--- config.mk ---
export PLATFORM = sky130hd
export DESIGN_NAME = chan_access_ctrl
export DESIGN_NICKNAME = d
export VERILOG_FILES = /design/src/rtl/cac_pkg.sv /design/src/rtl/cac_lfsr.sv /design/src/rtl/cac_backoff.sv /design/src/rtl/cac_listen.sv /design/src/rtl/chan_access_ctrl.sv
export SDC_FILE = /design/constraint.sdc
export NUM_CORES = 1
export LEC_CHECK = 0
export ABC_AREA = 1
export BUFFER_PORTS_ARGS = -buffer_cell sky130_fd_sc_hd__buf_2
export CORE_UTILIZATION = 50
export CTS_CLUSTER_SIZE = 24
export DETAILED_ROUTE_END_ITERATION = 7
export GPL_TIMING_DRIVEN = 0
export MAX_ROUTING_LAYER = met4
export PLACE_DENSITY = 0.67
export SETUP_SLACK_MARGIN = 0.2
export SYNTH_ARGS = -nofsm -noshare
export SYNTH_HDL_FRONTEND = slang
export SYNTH_HIERARCHICAL = 1
export SYNTH_SLANG_ARGS = --single-unit
--- constraint.sdc ---
create_clock -name clk -period 2.7 [get_ports clk]
set_input_delay 0.135 -clock clk [delete_from_list [all_inputs] [get_ports clk]]
set_output_delay 0.135 -clock clk [all_outputs]
set_load 0.02 [all_outputs]
--- src/rtl/cac_pkg.sv ---
package cac_pkg;

  typedef enum logic [2:0] {
    ST_IDLE    = 3'd0,
    ST_BACKOFF = 3'd1,
    ST_LISTEN  = 3'd2,
    ST_GRANT   = 3'd3,
    ST_FAIL    = 3'd4
  } cac_state_e;

  // Range mask for a backoff exponent: 2^exp - 1.
  function automatic logic [15:0] window_mask(input logic [3:0] exp_v);
    return (16'd1 << exp_v) - 16'd1;
  endfunction

  // Exponent after a busy attempt, saturating at cap.
  function automatic logic [3:0] exp_step(input logic [3:0] exp_v, input logic [3:0] cap);
    return (exp_v >= cap) ? cap : exp_v + 4'd1;
  endfunction

endpackage

--- src/rtl/cac_lfsr.sv ---
module cac_lfsr #(
  parameter int               W     = 16,
  parameter int               OUT_W = 5,
  parameter logic [W-1:0]     SEED  = 16'hACE1,
  parameter logic [W-1:0]     TAPS  = 16'hB400
) (
  input  logic             clk,
  input  logic             rst_n,
  output logic [OUT_W-1:0] rnd
);

  logic [W-1:0] q;
  logic         fb;

  assign fb  = ^(q & TAPS);
  assign rnd = q[OUT_W-1:0];

  always_ff @(posedge clk or negedge rst_n) begin
    if (!rst_n) q <= SEED;
    else        q <= {q[W-2:0], fb};
  end

  AST_LFSR_NONZERO: assert property (@(posedge clk) disable iff (!rst_n)
    q != '0);

endmodule

--- src/rtl/cac_backoff.sv ---
module cac_backoff #(
  parameter int UNIT_CYC = 20,
  parameter int UW       = 5
) (
  input  logic          clk,
  input  logic          rst_n,
  input  logic          load,
  input  logic          clr,
  input  logic [UW-1:0] units,
  output logic          active,
  output logic          done
);

  localparam int SW = (UNIT_CYC > 1) ? $clog2(UNIT_CYC) : 1;

  logic [SW-1:0] sub;
  logic [UW-1:0] left;

  assign done = active && (sub == '0) && (left == UW'(1));

  always_ff @(posedge clk or negedge rst_n) begin
    if (!rst_n) begin
      active <= 1'b0;
      sub    <= '0;
      left   <= '0;
    end else if (clr) begin
      active <= 1'b0;
    end else if (load) begin
      active <= 1'b1;
      left   <= units;
      sub    <= SW'(UNIT_CYC - 1);
    end else if (active) begin
      if (sub == '0) begin
        if (left == UW'(1)) begin
          active <= 1'b0;
        end else begin
          left <= left - UW'(1);
          sub  <= SW'(UNIT_CYC - 1);
        end
      end else begin
        sub <= sub - SW'(1);
      end
    end
  end

  AST_BO_LOAD_IDLE: assert property (@(posedge clk) disable iff (!rst_n)
    load |-> !active);

  AST_BO_NONZERO_LOAD: assert property (@(posedge clk) disable iff (!rst_n)
    load |-> (units != '0));

endmodule

--- src/rtl/cac_listen.sv ---
module cac_listen #(
  parameter int LISTEN_CYC = 8
) (
  input  logic clk,
  input  logic rst_n,
  input  logic run,
  input  logic busy_in,
  output logic done,
  output logic hit
);

  localparam int CW = (LISTEN_CYC > 1) ? $clog2(LISTEN_CYC) : 1;

  logic [CW-1:0] cnt;
  logic          acc;

  assign done = run && (cnt == CW'(LISTEN_CYC - 1));
  assign hit  = acc | busy_in;

  always_ff @(posedge clk or negedge rst_n) begin
    if (!rst_n) begin
      cnt <= '0;
      acc <= 1'b0;
    end else if (!run || done) begin
      cnt <= '0;
      acc <= 1'b0;
    end else begin
      cnt <= cnt + CW'(1);
      acc <= acc | busy_in;
    end
  end

  AST_WIN_CNT_BOUND: assert property (@(posedge clk) disable iff (!rst_n)
    cnt <= CW'(LISTEN_CYC - 1));

  AST_WIN_IDLE_CLEAR: assert property (@(posedge clk) disable iff (!rst_n)
    !run |=> (cnt == '0) && !acc);

endmodule

--- src/rtl/chan_access_ctrl.sv ---
module chan_access_ctrl
  import cac_pkg::*;
#(
  parameter int                 LFSR_W     = 16,
  parameter logic [LFSR_W-1:0]  LFSR_SEED  = 16'hACE1,
  parameter logic [LFSR_W-1:0]  LFSR_TAPS  = 16'hB400,
  parameter int                 BE_MIN     = 3,
  parameter int                 BE_MAX     = 5,
  parameter int                 UNIT_CYC   = 20,
  parameter int                 LISTEN_CYC = 8,
  parameter int                 MAX_TRIES  = 4,
  parameter int                 PRE_DELAY  = 1
) (
  input  logic clk,
  input  logic rst_n,
  input  logic tx_req,
  input  logic cca_busy,
  output logic cca_req,
  output logic tx_grant,
  output logic tx_fail
);

  localparam int UW = BE_MAX;
  localparam int TW = $clog2(MAX_TRIES + 1);

  cac_state_e    st, st_n;
  logic [3:0]    be_q;
  logic [TW-1:0] tries_q;
  logic [UW-1:0] rnd;

  // Named internal events
  logic          accept;
  logic          win_done, win_hit;
  logic          attempt_busy;
  logic          last_try;
  logic [3:0]    draw_be;
  logic [UW-1:0] draw_units;
  logic          draw_zero;
  logic          bo_load, bo_clr, bo_active, bo_done;

  cac_lfsr #(
    .W(LFSR_W), .OUT_W(UW), .SEED(LFSR_SEED), .TAPS(LFSR_TAPS)
  ) u_lfsr (
    .clk(clk), .rst_n(rst_n), .rnd(rnd)
  );

  cac_listen #(.LISTEN_CYC(LISTEN_CYC)) u_listen (
    .clk(clk), .rst_n(rst_n), .run(st == ST_LISTEN),
    .busy_in(cca_busy), .done(win_done), .hit(win_hit)
  );

  cac_backoff #(.UNIT_CYC(UNIT_CYC), .UW(UW)) u_backoff (
    .clk(clk), .rst_n(rst_n), .load(bo_load), .clr(bo_clr),
    .units(draw_units), .active(bo_active), .done(bo_done)
  );

  assign accept       = (st == ST_IDLE) && tx_req;
  assign attempt_busy = win_done && win_hit;
  assign last_try     = (tries_q == TW'(MAX_TRIES - 1));
  assign draw_be      = (st == ST_IDLE) ? 4'(BE_MIN) : exp_step(be_q, 4'(BE_MAX));
  assign draw_units   = rnd & UW'(window_mask(draw_be));
  assign draw_zero    = (draw_units == '0);
  assign bo_load      = tx_req && !draw_zero &&
                        ((accept && (PRE_DELAY != 0)) || (attempt_busy && !last_try));
  assign bo_clr       = (st == ST_BACKOFF) && !tx_req;

  always_comb begin
    st_n = st;
    unique case (st)
      ST_IDLE: begin
        if (tx_req) st_n = ((PRE_DELAY != 0) && !draw_zero) ? ST_BACKOFF : ST_LISTEN;
      end
      ST_BACKOFF: begin
        if (!tx_req)     st_n = ST_IDLE;
        else if (bo_done) st_n = ST_LISTEN;
      end
      ST_LISTEN: begin
        if (!tx_req) begin
          st_n = ST_IDLE;
        end else if (win_done) begin
          if (!win_hit)      st_n = ST_GRANT;
          else if (last_try) st_n = ST_FAIL;
          else               st_n = draw_zero ? ST_LISTEN : ST_BACKOFF;
        end
      end
      ST_GRANT: begin
        if (!tx_req) st_n = ST_IDLE;
      end
      ST_FAIL:  st_n = ST_IDLE;
      default:  st_n = ST_IDLE;
    endcase
  end

  always_ff @(posedge clk or negedge rst_n) begin
    if (!rst_n) begin
      st      <= ST_IDLE;
      be_q    <= 4'(BE_MIN);
      tries_q <= '0;
    end else begin
      st <= st_n;
      if (accept) begin
        be_q    <= 4'(BE_MIN);
        tries_q <= '0;
      end else if (attempt_busy && tx_req) begin
        be_q    <= exp_step(be_q, 4'(BE_MAX));
        tries_q <= tries_q + TW'(1);
      end
    end
  end

  assign cca_req  = (st == ST_LISTEN);
  assign tx_grant = (st == ST_GRANT);
  assign tx_fail  = (st == ST_FAIL);

  AST_OUTCOME_EXCL: assert property (@(posedge clk) disable iff (!rst_n)
    !(tx_grant && tx_fail));

  AST_LISTEN_QUIET: assert property (@(posedge clk) disable iff (!rst_n)
    cca_req |-> !tx_grant && !tx_fail);

  AST_FAIL_PULSE: assert property (@(posedge clk) disable iff (!rst_n)
    tx_fail |=> !tx_fail && !cca_req);

  AST_FAIL_FOLLOWS_WIN: assert property (@(posedge clk) disable iff (!rst_n)
    $rose(tx_fail) |-> $past(cca_req));

  AST_GRANT_FOLLOWS_WIN: assert property (@(posedge clk) disable iff (!rst_n)
    $rose(tx_grant) |-> $past(cca_req));

  AST_GRANT_HOLD: assert property (@(posedge clk) disable iff (!rst_n)
    tx_grant && tx_req |=> tx_grant);

  AST_WITHDRAW_IDLE: assert property (@(posedge clk) disable iff (!rst_n)
    !tx_req && (bo_active || cca_req) |=> !cca_req && !tx_grant && !bo_active);

  AST_BE_LIMITS: assert property (@(posedge clk) disable iff (!rst_n)
    (be_q >= 4'(BE_MIN)) && (be_q <= 4'(BE_MAX)));

endmodule

# [Word level (Yosys, flattened, before mapping)]
# Cells that the tools add are included.
[op_classes] n_addsub=6 n_lt_le_gt_ge=1 eq_ne=13 n_shift=1 mux=31 n_bitwise=3 n_reduce_logical=26
[op_table] cell="two-way mux 5 bit" count=8
[op_table] cell="two-way mux 3 bit" count=11
[op_table] cell="two-way mux 4 bit" count=4
[op_table] cell="XOR reduction 16 bit" count=1
[op_table] cell="subtractor 5 x 1 -> 5 bit, second input constant" count=3
[op_table] cell="one-hot mux 3 bit (4 select lines)" count=1
[op_table] cell="logical AND 1 bit" count=10
[op_table] cell="zero test 5 bit" count=2
[op_table] cell="equality test 3 x 2 -> 1 bit, second input constant" count=3
[op_table] cell="inequality test 3 bit, second input constant" count=3
[op_table] cell="AND reduction 4 bit" count=2
[op_table] cell="adder 3 x 1 -> 3 bit, second input constant" count=2
[op_table] cell="equality test 3 bit, second input constant" count=2
[op_table] cell="two-way mux 1 bit" count=6
[op_table] cell="inequality test 2 bit, second input constant" count=3
[op_table] cell="nonzero test 2 bit" count=3
[op_table] cell="bitwise AND 5 bit" count=1
[op_table] cell="equality test 5 x 1 -> 1 bit, second input constant" count=1
[op_table] cell="<< shifter 1 x 4 -> 5 bit, first input constant" count=1
[op_table] cell="adder 4 x 1 -> 4 bit, second input constant" count=1
[op_table] cell=">= comparator 4 x 3 -> 1 bit, second input constant" count=1
[op_table] cell="zero test 1 bit" count=4
[op_table] cell="equality test 3 x 1 -> 1 bit, second input constant" count=1
[op_table] cell="zero test 3 bit" count=1
[op_table] cell="other kinds (5)" count=6
[totals] ff_bits=41 output_inout_bits=3 word_cells=90

# [Longest topological paths before layout]
[logic_depth] depth_word=13 ltp_mapped=24 ltp_nobuf=23

# [Cells and area by module]
# The synthesis kept the hierarchy.
[by_module_without_submodules] mod="chan_access_ctrl" instances=1 cells_per_inst=132 area_each_um2=902.1
[by_module_without_submodules] mod="cac_backoff" instances=1 cells_per_inst=108 area_each_um2=752.0
[by_module_without_submodules] mod="cac_lfsr" instances=1 cells_per_inst=38 area_each_um2=519.2
[by_module_without_submodules] mod="cac_listen" instances=1 cells_per_inst=18 area_each_um2=172.7

# [Least setup slack after synthesis]
# Ideal clock, no wire load.
[synth_timing] path_kind="register -> register" start="register be_q[1]" end="register u_backoff.left[0]" setup_ns=0.116 arrival_time_ns=2.806 path_slack_ns=-0.222 stages_incl_launch_ff=24 n_path_buf=1 period_less_slack_ns=2.922 cell_sequence="dfstp_2 > inv_1 > ha_1 > clkinv_1 > nand2_1 > nand2_2 > nand2_1 > nor2_2 > nand4_2 > ha_1 > nor2_1 > inv_1 > nand2_1 > nor2_2 > nand2_1 > inv_1 > nand2_2 > and3_2 > buf_6 > inv_4 > a21oi_4 > nand3_1 > nand2_1 > nand2_1"
[synth_between] elab_chain_cells=12 elab_cells_between_ends=16
[synth_lines] element="from (decl)" line_no="chan_access_ctrl.sv:27" text="logic [3:0] be_q;"
[synth_lines] element="from (signal assigned)" line_no="chan_access_ctrl.sv:97" text="be_q <= 4'(BE_MIN);"
[synth_lines] element="from (signal assigned)" line_no="chan_access_ctrl.sv:102" text="be_q <= 4'(BE_MIN);"
[synth_lines] element="from (signal assigned)" line_no="chan_access_ctrl.sv:105" text="be_q <= exp_step(be_q, 4'(BE_MAX));"
[synth_lines] element="adder 4 x 1 -> 4 bit or >= comparator 4 x 3 -> 1 bit (tied branches)" line_no="cac_pkg.sv:18" text="return (exp_v >= cap) ? cap : exp_v + 4'd1;"
[synth_lines] element="two-way mux 4 bit *" line_no="cac_pkg.sv:18"
[synth_lines] element="two-way mux 4 bit *" line_no="chan_access_ctrl.sv:60" text="assign draw_be = (st == ST_IDLE) ? 4'(BE_MIN) : exp_step(be_q, 4'(BE_MAX));"
[synth_lines] element="<< shifter 1 x 4 -> 5 bit *" line_no="cac_pkg.sv:13" text="return (16'd1 << exp_v) - 16'd1;"
[synth_lines] element="subtractor 5 x 1 -> 5 bit *" line_no="cac_pkg.sv:13"
[synth_lines] element="bitwise AND 5 bit *" line_no="chan_access_ctrl.sv:61" text="assign draw_units = rnd & UW'(window_mask(draw_be));"
[synth_lines] element="via draw_units[1]" line_no="chan_access_ctrl.sv:37" text="logic [UW-1:0] draw_units;"
[synth_lines] element="zero test 5 bit *" line_no="chan_access_ctrl.sv:62" text="assign draw_zero = (draw_units == '0);"
[synth_lines] element="zero test 1 bit *"
[synth_lines] element="logical AND 1 bit * (2 in a row)" line_no="chan_access_ctrl.sv:63" text="assign bo_load = tx_req && !draw_zero &&"
[synth_lines] element="via bo_load" line_no="chan_access_ctrl.sv:39" text="logic bo_load, bo_clr, bo_active, bo_done;"
[synth_lines] element="inequality test 2 bit (no source line) or nonzero test 2 bit (tied branches)"
[synth_lines] element="AND reduction 4 bit (no source line)"
[synth_lines] element="to (signal assigned)" line_no="cac_backoff.sv:30" text="left <= units;"
[synth_lines] element="to (signal assigned)" line_no="cac_backoff.sv:37" text="left <= left - UW'(1);"
[synth_lines] element="to (decl)" line_no="cac_backoff.sv:17" text="logic [UW-1:0] left;"
# The timed path passes the listed nets; every way through them passes the cells marked *.
# A chain may end at the register's enable or synchronous reset.

# [Final worst setup path]
[layout_timing] start="register be_q[1]" end="register u_backoff.active"
[layout_between] elab_chain_cells=12 elab_cells_between_ends=13
[layout_lines] element="adder 4 x 1 -> 4 bit or >= comparator 4 x 3 -> 1 bit (tied branches)" line_no="cac_pkg.sv:18"
[layout_lines] element="two-way mux 4 bit *" line_no="cac_pkg.sv:18"
[layout_lines] element="two-way mux 4 bit *" line_no="chan_access_ctrl.sv:60"
[layout_lines] element="<< shifter 1 x 4 -> 5 bit *" line_no="cac_pkg.sv:13"
[layout_lines] element="subtractor 5 x 1 -> 5 bit *" line_no="cac_pkg.sv:13"
[layout_lines] element="bitwise AND 5 bit *" line_no="chan_access_ctrl.sv:61"
[layout_lines] element="via draw_units[1]" line_no="chan_access_ctrl.sv:37"
[layout_lines] element="zero test 5 bit *" line_no="chan_access_ctrl.sv:62"
[layout_lines] element="zero test 1 bit *"
[layout_lines] element="logical AND 1 bit * (2 in a row)" line_no="chan_access_ctrl.sv:63"
[layout_lines] element="via bo_load" line_no="chan_access_ctrl.sv:39"
[layout_lines] element="two-way mux 1 bit *" line_no="cac_backoff.sv:28" text="end else if (load) begin"
[layout_lines] element="two-way mux 1 bit *" line_no="cac_backoff.sv:26" text="end else if (clr) begin"
[layout_lines] element="to (signal assigned)" line_no="cac_backoff.sv:27" text="active <= 1'b0;"
[layout_lines] element="to (signal assigned)" line_no="cac_backoff.sv:29" text="active <= 1'b1;"
[layout_lines] element="to (signal assigned)" line_no="cac_backoff.sv:35" text="active <= 1'b0;"
[layout_lines] element="to (decl)" line_no="cac_backoff.sv:10" text="output logic active,"
# Marks and branches as above.

==> impl_metrics.csv <==
group,metric,value,unit
setup_path,critPathRequiredTime,2.93,ns
setup_path,timing.rr.start,"be_q[1]$_DFFE_PN1P_",
global_route,grt_antenna_before_repair,0,
power_and_ir_drop,power_per_cell_area,808,nW/um^2
sta,grt_setup_unrepaired,"yes",
setup_path,reg2reg_depth,24,
floorplanning,die-height,70.5,um
outcome,violated_checks,"negative hold slack, negative setup slack",
sta,worst_pin_slew,0.885,ns
clocking,ctsHoldBuffers,0,
clocking,clock_tree.htree_level_count,2,
route,avgViaCountPerCell,4.70,
synth,post-synth-top-area-cell,"sky130_fd_sc_hd__dfrtp_1",
final_layout,area_delta_synth_final,24.5,%
sta,maxSlewHeadroom,41.0,%
setup_path,critical_path.endpoint_type,"flip-flop",
final_layout,antennaDiodeCount,0,
floorplanning,die-width,70.5,um
clocking,cts_tree,"built",
place,post_dp_cell_area,2500,um^2
setup_path,worst_setup_path_start_kind,"flip-flop",
synth,yosys_register_bits,41,
power_and_ir_drop,cellLeakagePower,0.00152,uW
sta,final_number_of_hold_violating_endpoints,31,
place,gp_congestion,0.819,
synth,syn_area,2350,um^2
synth,post_synth.cell_area_avg,7.93,um^2
clocking,cts_inserted_buffers,5,
final_layout,final_cell_area,2920,um^2
final_layout,stdcell_count,384,
floorplanning,design.portCount,7,
sta,final-setup-viol-count,13,
synth,synth.lib_cells_used.distinct,33,
route,detail-route-antenna-nets,0,
place,placement.setup.worst_slack,-0.438,ns
floorplanning,fp-row-count,24,
floorplanning,initial_utilization,52.8,%
route,finalWirelength,4360,um
sta,hold_ws,-0.0346,ns
clocking,tritoncts_num_sinks,41,
floorplanning,die-area,4970,um^2
place,place.detailed.hpwl,2860,um
global_route,grt_usage,20.8,%
global_route,grt_start_max_net_pins,42,
clocking,clock_tree.buffer_depth,2,
sta,slew_violations,0,
setup_path,r2r-end,"u_backoff/active$_DFF_PN0_",
global_route,globalRouteOverflowTotal,0,
synth,ys_seq_area_share,44.3,%
min_path,class_of_the_most_critical_hold_timing_path,"primary input to async pin",
global_route,wire_length_of_the_first_global_routing_pass,7900,um
synth,post_synth_main_area_contributors,"sky130_fd_sc_hd__dfrtp_1 33%, sky130_fd_sc_hd__nand2_1 14%, sky130_fd_sc_hd__dfstp_2 11%, sky130_fd_sc_hd__inv_1 7.7%, sky130_fd_sc_hd__ha_1 5.9%",
route,drtPass1Iterations,4,
synth,fraction_of_synthesized_cell_area_taken_by_the_top_area_cell_type,33.1,%
route,wl_per_cell,11.4,um
clocking,clk-insertion-delay-late,0.29,ns
outcome,run_status,"finished with violations",
route,detailroute.via_count,1806,
sta,max_freq,336,MHz
setup_path,worst_reg_to_reg_setup_slack,-0.28,ns
synth,yosys_warnings,6,
final_layout,drive_gt1_share,31.6,%
final_layout,fill_cell_instance_count_of_the_final_layout,376,
clocking,clkSlewWorstSetupHoldPaths,0.08,ns
synth,mappedNetlistNets,311,
final_layout,nNetsFinal,346,
sta,finClkSkew,0.0108,ns
place,placedCellCount,354,
power_and_ir_drop,ir_worst_vdd,486,uV
global_route,vias_in_the_first_global_route,1830,
place,placement.io_buffers,6,
floorplanning,core-area,4440,um^2
sta,fin_ws,-0.278,ns
clocking,clockRootBuffer,"sky130_fd_sc_hd__clkbuf_8",
sta,fin_crit,2.98,ns
sta,timing.final.crit_share,110,%
route,drt_drc_violations_left,0,
synth,postSynthCellCount,296,
setup_path,timing.critical_path.fanout_max,5,
setup_path,path_class,"flip-flop to flip-flop",
setup_path,critical_path_arrival,3.21,ns
run,max_cap_violations,0,
route,detailedRoute.firstIterationViolations,102,
## cell usage in the layout (no fill, tap or decap), drive strengths merged
cell type  synthesis  layout
bufinv             0       1
nand4              5       5
o22ai              2       2
buf                6      34
clkbuf             0       7
nor3               4       4
xnor2              2       2
xor2               1       1
inv               55      56
dfstp             10      10
and3               1       1
a22oi              2       2
a21oi              4       4
nor4               1       1
nand3             22      22
dfrtp             31      31
ha                11      11
nand2             96      96
nor2              33      33
o21ai              8       8
o211ai             1       1
## final cells by class
type | instances | area [um^2] | area share [%]
well taps | 52 | 65.1 | 2.23
clock inverters | 1 | 30.0 | 1.03
inverters | 56 | 223 | 7.63
clock buffers | 7 | 86.3 | 2.96
multi-input cells | 193 | 1220 | 41.9
plain buffers | 6 | 48.8 | 1.67
repair buffers | 28 | 206 | 7.07
flip-flops and latches | 41 | 1040 | 35.6
## state kept, by name (all words and copies together), names as in the netlist
name	cells
be_q	4
u_backoff/active	1
tries_q	3
u_listen/cnt	3
u_lfsr/q	16
u_backoff/left	5
u_backoff/sub	5
st	3
u_listen/acc	1
## where the power goes
| group | internal (uW) | total [uW] | switching, uW |
|---|---|---|---|
| clock network | 301 | 508 | 206 |
| logic | 389 | 1030 | 637 |
| registers | 728 | 825 | 97.1 |
| total | 1420 | 2360 | 940 |
## worst max-delay path by stage
stage	start	endpoint	slack (ns)	cells past startpoint
6_report	be_q[1]$_DFFE_PN1P_	u_backoff/active$_DFF_PN0_	-0.28	24
5_1_grt	be_q[1]$_DFFE_PN1P_	u_backoff/sub[4]$_DFFE_PN0P_	-0.46	25
4_1_cts	be_q[1]$_DFFE_PN1P_	u_backoff/left[0]$_DFFE_PN0P_	-0.20	24
3_5_place_dp	be_q[1]$_DFFE_PN1P_	u_backoff/left[0]$_DFFE_PN0P_	-0.44	23
3_3_place_gp	be_q[1]$_DFFE_PN1P_	u_backoff/left[4]$_DFFE_PN0P_	-0.42	23
2_1_floorplan	be_q[1]$_DFFE_PN1P_	u_backoff/left[0]$_DFFE_PN0P_	-0.16	24
## routing by layer
| metal | track usage, % | part of all wire [%] |
|---|---|---|
| met5 | - | 0 |
| met4 | 7.03 | 1.7 |
| met3 | 4.33 | 2.3 |
| met2 | 33.3 | 47 |
| met1 | 26.2 | 49 |
## metrics by stage
stage | util [%] | power [uW] | TNS (ns)
6_report | 65.7 | 2360 | -2.77
5_1_grt | 65.7 | 2570 | -5.11
4_1_cts | 64.0 | 2330 | -2.11
3_5_place_dp | 56.2 | 1700 | -4.45
3_3_place_gp | 56.2 | 1690 | -4.15
2_1_floorplan | - | 1540 | -1.35
## synthesized netlist by cell type
| cell type | number |
|---|---|
| sky130_fd_sc_hd__o211ai_1 | 1 |
| sky130_fd_sc_hd__and3_2 | 1 |
| sky130_fd_sc_hd__nor2_2 | 7 |
| sky130_fd_sc_hd__nand2_8 | 1 |
| sky130_fd_sc_hd__nand2_2 | 5 |
| sky130_fd_sc_hd__ha_1 | 11 |
| sky130_fd_sc_hd__xor2_1 | 1 |
| sky130_fd_sc_hd__o22ai_1 | 2 |
| sky130_fd_sc_hd__o21ai_4 | 1 |
| sky130_fd_sc_hd__dfstp_2 | 10 |
| sky130_fd_sc_hd__dfrtp_1 | 31 |
| sky130_fd_sc_hd__buf_4 | 5 |
| sky130_fd_sc_hd__inv_1 | 48 |
| sky130_fd_sc_hd__nand4_2 | 2 |
| sky130_fd_sc_hd__o21ai_0 | 6 |
| sky130_fd_sc_hd__inv_2 | 6 |
| sky130_fd_sc_hd__nor2_4 | 2 |
| sky130_fd_sc_hd__a22oi_1 | 2 |
| sky130_fd_sc_hd__nand3_2 | 4 |
| sky130_fd_sc_hd__nand4_1 | 3 |
| sky130_fd_sc_hd__a21oi_1 | 3 |
| sky130_fd_sc_hd__nor2_1 | 24 |
| sky130_fd_sc_hd__nor4_1 | 1 |
| sky130_fd_sc_hd__nor3_1 | 4 |
| sky130_fd_sc_hd__a21oi_4 | 1 |
| sky130_fd_sc_hd__o21ai_2 | 1 |
| sky130_fd_sc_hd__nand3_1 | 18 |
| sky130_fd_sc_hd__inv_4 | 1 |
| sky130_fd_sc_hd__nand2_1 | 89 |
| sky130_fd_sc_hd__nand2_4 | 1 |
| sky130_fd_sc_hd__clkinv_1 | 1 |
| sky130_fd_sc_hd__xnor2_1 | 2 |
| sky130_fd_sc_hd__buf_6 | 1 |
## cells by family (layout without fill, tap and decap cells)
kind of cell / after synthesis / after routing / share of synthesized area [%]
simple gates: 162 / 162 / 32.4
buf+inv: 62 / 98 / 11.1
flops: 41 / 41 / 44.3
compound gates: 17 / 17 / 5.17
fa+ha+maj: 11 / 11 / 5.87
xor+xnor: 3 / 3 / 1.12
## critical path, cell delays in order (launching register included)
cell and delay (ns):
sky130_fd_sc_hd__dfstp_2 0.55, sky130_fd_sc_hd__inv_2 0.05, sky130_fd_sc_hd__ha_4 0.15, sky130_fd_sc_hd__inv_4 0.05, sky130_fd_sc_hd__nand2_4 0.06, sky130_fd_sc_hd__nand2_8 0.08
sky130_fd_sc_hd__nand3_4 0.10, sky130_fd_sc_hd__nor2_4 0.13, sky130_fd_sc_hd__nand4_4 0.12, sky130_fd_sc_hd__ha_4 0.26, sky130_fd_sc_hd__nor2_4 0.12, sky130_fd_sc_hd__inv_2 0.04
sky130_fd_sc_hd__nand2_2 0.05, sky130_fd_sc_hd__nor2_2 0.03, sky130_fd_sc_hd__nand2_1 0.05, sky130_fd_sc_hd__inv_1 0.04, sky130_fd_sc_hd__nand2_2 0.06, sky130_fd_sc_hd__and3_4 0.17
sky130_fd_sc_hd__buf_6 0.11, sky130_fd_sc_hd__inv_8 0.04, sky130_fd_sc_hd__a21oi_4 0.22, sky130_fd_sc_hd__buf_6 0.14, sky130_fd_sc_hd__inv_4 0.03, sky130_fd_sc_hd__nor2_4 0.12
sky130_fd_sc_hd__buf_4 0.12
## repair_timing
action                                  in CTS  in global routing
buffers inserted                            18                  4
endpoints found under the setup margin      11                 13
gates resized for setup                     18                 14
pin swaps                                   12                 19
(Power assumes the default switching activity.)
